[src/rtl/acc_alu_pkg.sv]
package acc_alu_pkg;

  typedef enum logic [2:0] {
    OP_ADD = 3'd0,
    OP_SUB = 3'd1,
    OP_CMP = 3'd2,
    OP_XOR = 3'd3,
    OP_CPL = 3'd4,
    OP_DEC = 3'd5,
    OP_RS6 = 3'd6,
    OP_RS7 = 3'd7
  } alu_op_e;

  typedef struct packed {
    logic acc_we;
    logic opnd_we;
    logic load_res;
    logic upd_c;
    logic upd_zs;
    logic sel_logic;
  } alu_ctrl_t;

endpackage

[src/rtl/alu_ctrl.sv]
module alu_ctrl
  import acc_alu_pkg::*;
(
  input  logic      start_i,
  input  logic [2:0] op_i,
  output alu_ctrl_t ctrl_o
);

  always_comb begin
    ctrl_o = '0;
    if (start_i) begin
      unique case (alu_op_e'(op_i))
        OP_ADD, OP_SUB: begin
          ctrl_o.acc_we   = 1'b1;
          ctrl_o.load_res = 1'b1;
          ctrl_o.upd_c    = 1'b1;
          ctrl_o.upd_zs   = 1'b1;
        end
        OP_CMP: begin
          ctrl_o.upd_c  = 1'b1;
          ctrl_o.upd_zs = 1'b1;
        end
        OP_XOR: begin
          ctrl_o.acc_we    = 1'b1;
          ctrl_o.load_res  = 1'b1;
          ctrl_o.upd_c     = 1'b1;
          ctrl_o.upd_zs    = 1'b1;
          ctrl_o.sel_logic = 1'b1;
        end
        OP_CPL: begin
          ctrl_o.acc_we    = 1'b1;
          ctrl_o.load_res  = 1'b1;
          ctrl_o.sel_logic = 1'b1;
        end
        OP_DEC: begin
          ctrl_o.opnd_we  = 1'b1;
          ctrl_o.load_res = 1'b1;
          ctrl_o.upd_zs   = 1'b1;
        end
        default: ctrl_o = '0;
      endcase
    end
  end

endmodule

[src/rtl/alu_arith.sv]
module alu_arith
  import acc_alu_pkg::*;
#(
  parameter int unsigned W = 8
) (
  input  logic [2:0]   op_i,
  input  logic [W-1:0] a_i,
  input  logic [W-1:0] b_i,
  output logic [W-1:0] res_o,
  output logic         carry_o
);

  logic [W:0] sum_w, diff_w, dec_w;

  assign sum_w  = {1'b0, a_i} + {1'b0, b_i};
  assign diff_w = {1'b0, a_i} - {1'b0, b_i};  // bit W is the borrow
  assign dec_w  = {1'b0, b_i} - (W+1)'(1);

  always_comb begin
    unique case (alu_op_e'(op_i))
      OP_ADD:         {carry_o, res_o} = sum_w;
      OP_SUB, OP_CMP: {carry_o, res_o} = diff_w;
      OP_DEC:         {carry_o, res_o} = dec_w;
      default:        {carry_o, res_o} = '0;
    endcase
  end

endmodule

[src/rtl/alu_logic.sv]
module alu_logic
  import acc_alu_pkg::*;
#(
  parameter int unsigned W = 8
) (
  input  logic [2:0]   op_i,
  input  logic [W-1:0] a_i,
  input  logic [W-1:0] b_i,
  output logic [W-1:0] res_o
);

  always_comb begin
    unique case (alu_op_e'(op_i))
      OP_XOR:  res_o = a_i ^ b_i;
      OP_CPL:  res_o = ~a_i;
      default: res_o = '0;
    endcase
  end

endmodule

[src/rtl/acc_alu.sv]
module acc_alu
  import acc_alu_pkg::*;
#(
  parameter int unsigned W = 8
) (
  input  logic         clk_i,
  input  logic         rst_ni,
  input  logic         start_i,
  input  logic [2:0]   op_i,
  input  logic [W-1:0] acc_i,
  input  logic [W-1:0] opnd_i,
  output logic [W-1:0] result_o,
  output logic         acc_we_o,
  output logic         opnd_we_o,
  output logic         carry_o,
  output logic         zero_o,
  output logic         sign_o
);

  localparam int unsigned MSB = W - 1;

  alu_ctrl_t    ctrl;
  logic [W-1:0] arith_res, logic_res, calc_res;
  logic         arith_c, calc_c;

  alu_ctrl u_ctrl (
    .start_i (start_i),
    .op_i    (op_i),
    .ctrl_o  (ctrl)
  );

  alu_arith #(.W(W)) u_arith (
    .op_i    (op_i),
    .a_i     (acc_i),
    .b_i     (opnd_i),
    .res_o   (arith_res),
    .carry_o (arith_c)
  );

  alu_logic #(.W(W)) u_logic (
    .op_i  (op_i),
    .a_i   (acc_i),
    .b_i   (opnd_i),
    .res_o (logic_res)
  );

  assign calc_res = ctrl.sel_logic ? logic_res : arith_res;
  assign calc_c   = ctrl.sel_logic ? 1'b0 : arith_c;

  always_ff @(posedge clk_i or negedge rst_ni) begin
    if (!rst_ni) begin
      result_o  <= '0;
      acc_we_o  <= 1'b0;
      opnd_we_o <= 1'b0;
      carry_o   <= 1'b0;
      zero_o    <= 1'b0;
      sign_o    <= 1'b0;
    end else begin
      acc_we_o  <= ctrl.acc_we;
      opnd_we_o <= ctrl.opnd_we;
      if (ctrl.load_res) result_o <= calc_res;
      if (ctrl.upd_c)    carry_o  <= calc_c;
      if (ctrl.upd_zs) begin
        zero_o <= (calc_res == '0);
        sign_o <= calc_res[MSB];
      end
    end
  end

  // compare never writes
  assert_cmp_nowrite_R3: assert property (@(posedge clk_i) disable iff (!rst_ni)
    (start_i && op_i == OP_CMP) |=> (!acc_we_o && !opnd_we_o && $stable(result_o)));

  assert_xor_clr_c_R4: assert property (@(posedge clk_i) disable iff (!rst_ni)
    (start_i && op_i == OP_XOR) |=> !carry_o);

  assert_cpl_flags_R5: assert property (@(posedge clk_i) disable iff (!rst_ni)
    (start_i && op_i == OP_CPL) |=> ($stable(carry_o) && $stable(zero_o) && $stable(sign_o)));

  assert_dec_keep_c_R6: assert property (@(posedge clk_i) disable iff (!rst_ni)
    (start_i && op_i == OP_DEC) |=> ($stable(carry_o) && opnd_we_o && !acc_we_o));

  assert_sign_msb_R7: assert property (@(posedge clk_i) disable iff (!rst_ni)
    (start_i && (op_i == OP_ADD || op_i == OP_SUB || op_i == OP_XOR || op_i == OP_DEC))
    |=> (sign_o == result_o[MSB]));

  assert_zero_res_R8: assert property (@(posedge clk_i) disable iff (!rst_ni)
    (start_i && (op_i == OP_ADD || op_i == OP_SUB || op_i == OP_XOR || op_i == OP_DEC))
    |=> (zero_o == (result_o == '0)));

  assert_we_excl_R9: assert property (@(posedge clk_i) disable iff (!rst_ni)
    $onehot0({acc_we_o, opnd_we_o}));

  assert_idle_hold_R10: assert property (@(posedge clk_i) disable iff (!rst_ni)
    (!start_i || op_i == OP_RS6 || op_i == OP_RS7)
    |=> (!acc_we_o && !opnd_we_o && $stable(result_o) &&
         $stable(carry_o) && $stable(zero_o) && $stable(sign_o)));

endmodule

[config.mk]
export PLATFORM = sky130hd
export DESIGN_NAME = acc_alu
export DESIGN_NICKNAME = d
export VERILOG_FILES = /design/src/rtl/acc_alu_pkg.sv /design/src/rtl/alu_ctrl.sv /design/src/rtl/alu_arith.sv /design/src/rtl/alu_logic.sv /design/src/rtl/acc_alu.sv
export SDC_FILE = /design/constraint.sdc
export NUM_CORES = 1
export LEC_CHECK = 0
export ABC_AREA = 1
export BUFFER_PORTS_ARGS = -buffer_cell sky130_fd_sc_hd__buf_2
export CORE_ASPECT_RATIO = 0.5
export CORE_UTILIZATION = 35
export DETAILED_ROUTE_END_ITERATION = 8
export PLACE_DENSITY = 0.6
export SETUP_SLACK_MARGIN = 0.05
export SKIP_LAST_GASP = 1
export SYNTH_ARGS = -nofsm -noshare
export SYNTH_HDL_FRONTEND = slang
export SYNTH_SLANG_ARGS = --single-unit
[constraint.sdc]
create_clock -name clk_i -period 0.8 [get_ports clk_i]
set_input_delay 0.16 -clock clk_i [delete_from_list [all_inputs] [get_ports clk_i]]
set_output_delay 0.16 -clock clk_i [all_outputs]
set_load 0.01 [all_outputs]
==> reports/metrics.yaml <==
whs_path_depth: 4
ys_seq_area_frac: 0.189
antenna_cells: 0
crit_fanout: 7
cts_buffers: 3
dp_hpwl_um: 5240
yosys.area.top_type: "dfrtp_1"
final_max_slew_viol_count: 0
wirelength_um: 7060
routedWlPerCell_um: 14.9
grt_pass1_vias: 2187
synth.distinct_cells: 24
htree_levels: 1
crit_top_cell: "nand3_1"
hold_viol: 0
worst_ep_required_time_ns: 0.98
failed_checks: "negative setup slack"
clock_sinks: 13
arrival_ns: 1.71
vias: 2422
hold_start: "op_i[2]"
grt-ovfl-total: 0
end_kind: "flop"
finalNetCount: 451
status: "finished with violations"
finalSetupViolCount: 24
worst_slew_pin_slew_ns: 0.534
setup_slack_ns: -0.728
p_leak_nw: 1.64
die_w_um: 101
grt_max_degree: 14
crit_chain: "buf_12, inv_8, ha_4, buf_4, nor2_2, nand3_1, nand3_1, nand2_1, nand3_1, nand4_1, nor2_2, nand3_1, nand2_1"
fmax_ghz: 0.654
synth_ff_type: "dfrtp_1"
synth.area.top_cells: "dfrtp_1 (19%), nand2_1 (18%), ha_1 (13%), nand3_1 (13%), inv_1 (9.4%)"
stdcell_area_sq_um: 3240
io_buffers: 34
viasPerCell: 5.10
r2r_end: "result_o[0]"
start_util: 0.377
ant_nets: 0
crit_slowest_cell: "ha_4"
fp.dieH_um: 51.5
num_io_pins: 35
met3_usage: 0.0524
power_density_nw_per_um2: 1110
fin_crit_sh: 1.91
ys_async_sr_fraction: 1.00
synthToLayoutAreaGrowth_pct: 88.5
root_buffer: "clkbuf_8"
maxCapViolCount: 0
grt_first_pass_wirelength_um: 10700
grt_antenna_before_repair: 0
insertion_delay_ns: 0.24
gr-usage-met1: 0.377
ir_drop_v: 0.000674
critPathMaxStageDelay_ns: 0.28
drc: 0
r2r_start: "result_o[0]"
syn_area_sq_um: 1720
whs_ns: 0.296
postLayoutCoreUtil: 0.711
path_clk_slew_ns: 0.05
rr_worst_depth: 4
crit_type: "in -> reg"
drive_gt1_frac: 0.521
synth_common_cells: "nand2_1 (84), inv_1 (43), nand3_1 (43), nor2_1 (27), ha_1 (18)"
core-area_sq_um: 4550
syn_inst: 289
power_mw: 3.58
maxSlewHeadroom: 0.644
synth_top_area_frac: 0.189
place_area_sq_um: 2710
dr.pass1.iters: 6
gp_congestion: 0.991
fin_worst_skew_ns: 0
yosysWarnings: 0
rsz0062_at_grt: "true"
postSynthAreaPerCell_sq_um: 5.94
synth_edf_count: 0
period_needed_ns: 1.53
hold_path_class: "in -> reg"
fin_setup_tns_ns: -7.56
synth.most_common_cell: "nand2_1"
hold_end: "carry_o"
cts_tree: "yes"
grt_use_total: 0.273
clock_path_buffers: 2
synth_nets: 330
ys_ff_latch: 13
die-area_sq_um: 5210
drtIter0Drc: 142
use_met2: 0.452
crit_path_start_kind: "primary input"
fp-row-count: 17
ff2ff_setup_slack_ns: -0.08
top_usage_layer: "met2"
placed cells by master, fill, tap and decap left out, types with 2 or more instances in the layout:
cell type / instances
buf_12: 2
inv_2: 9
nor2_1: 13
a21oi_4: 2
buf_4: 78
ha_1: 9
nand2_2: 13
o21ai_1: 5
buf_6: 13
buf_8: 5
nand2_1: 66
nor2_2: 9
inv_4: 2
o21ai_2: 3
nand3_2: 14
inv_1: 29
ha_4: 8
nor2_4: 7
nand3_1: 29
inv_12: 3
buf_2: 23
clkbuf_8: 3
dfrtp_1: 13
nand2_4: 4
o22ai_1: 6
nand4_1: 11
a21oi_2: 6
a21oi_1: 5
o21ai_0: 5
area by class of cell:
type	count	area, sq um
Timing Repair Buffer	122	972
Multi-Input combinational cell	225	1590
Clock buffer	4	45.0
Inverter	45	223
Fill cell	394	1310
Tap cell	66	82.6
Sequential cell	13	325
worst max-delay path: cells and delay by family:
kind                       cells  cell delay [ns]
and+or+nand+nor                9             0.99
adders and majority gates      1             0.28
buffers and inverters          3             0.27
cell families (layout without fill, tap and decap cells):
logic type | count (synthesis) | in the layout | synth area share
simple gates | 170 | 170 | 0.431
compound gates | 36 | 36 | 0.122
flops | 13 | 13 | 0.189
fa+ha+maj | 19 | 19 | 0.143
buf+inv | 51 | 171 | 0.115
sequential cells by signal, indices dropped and copies added (netlist names):
signal and flops:
sign_o 1, opnd_we_o 1, carry_o 1, result_o 8, acc_we_o 1, zero_o 1
per-stage QoR:
step,setup slack [ns],std cells
CTS,-0.667,471
floorplan,-0.595,289
finish,-0.728,475
detailed placement,-0.998,451
global route,-0.755,475
global placement,-1.02,451
worst max-delay path by stage:
| stage | cells after the start | slack, ns | from | to |
|---|---|---|---|---|
| global placement | 15 | -1.02 | opnd_i[1] | zero_o |
| finish | 13 | -0.73 | opnd_i[2] | zero_o |
| detailed placement | 12 | -1.0 | opnd_i[0] | zero_o |
| global route | 13 | -0.75 | opnd_i[2] | zero_o |
| CTS | 12 | -0.67 | opnd_i[0] | zero_o |
| floorplan | 11 | -0.59 | opnd_i[6] | result_o[7] |
where the power goes:
part	switching [mW]	total, mW	internal [mW]
Clock	0.217	0.568	0.351
Sequential	0.0503	0.815	0.764
Combinational	1.14	2.20	1.06
timing repair:
action	CTS	global route
pin swaps	35	18
setup buffers	16	6
resized for setup	64	32
hold buffers	1	0
hold endpoints to repair	13	0
setup endpoints to repair	25	25
per-layer routing:
layer,vias to the layer above,wire [um],part of all wire
met5,-,0,0
met4,0,24,0.0034
li1,1189,-,-
met3,6,601,0.085
met2,108,3110,0.44
met1,1119,3320,0.47
Power figures use the tool's default switching activity.
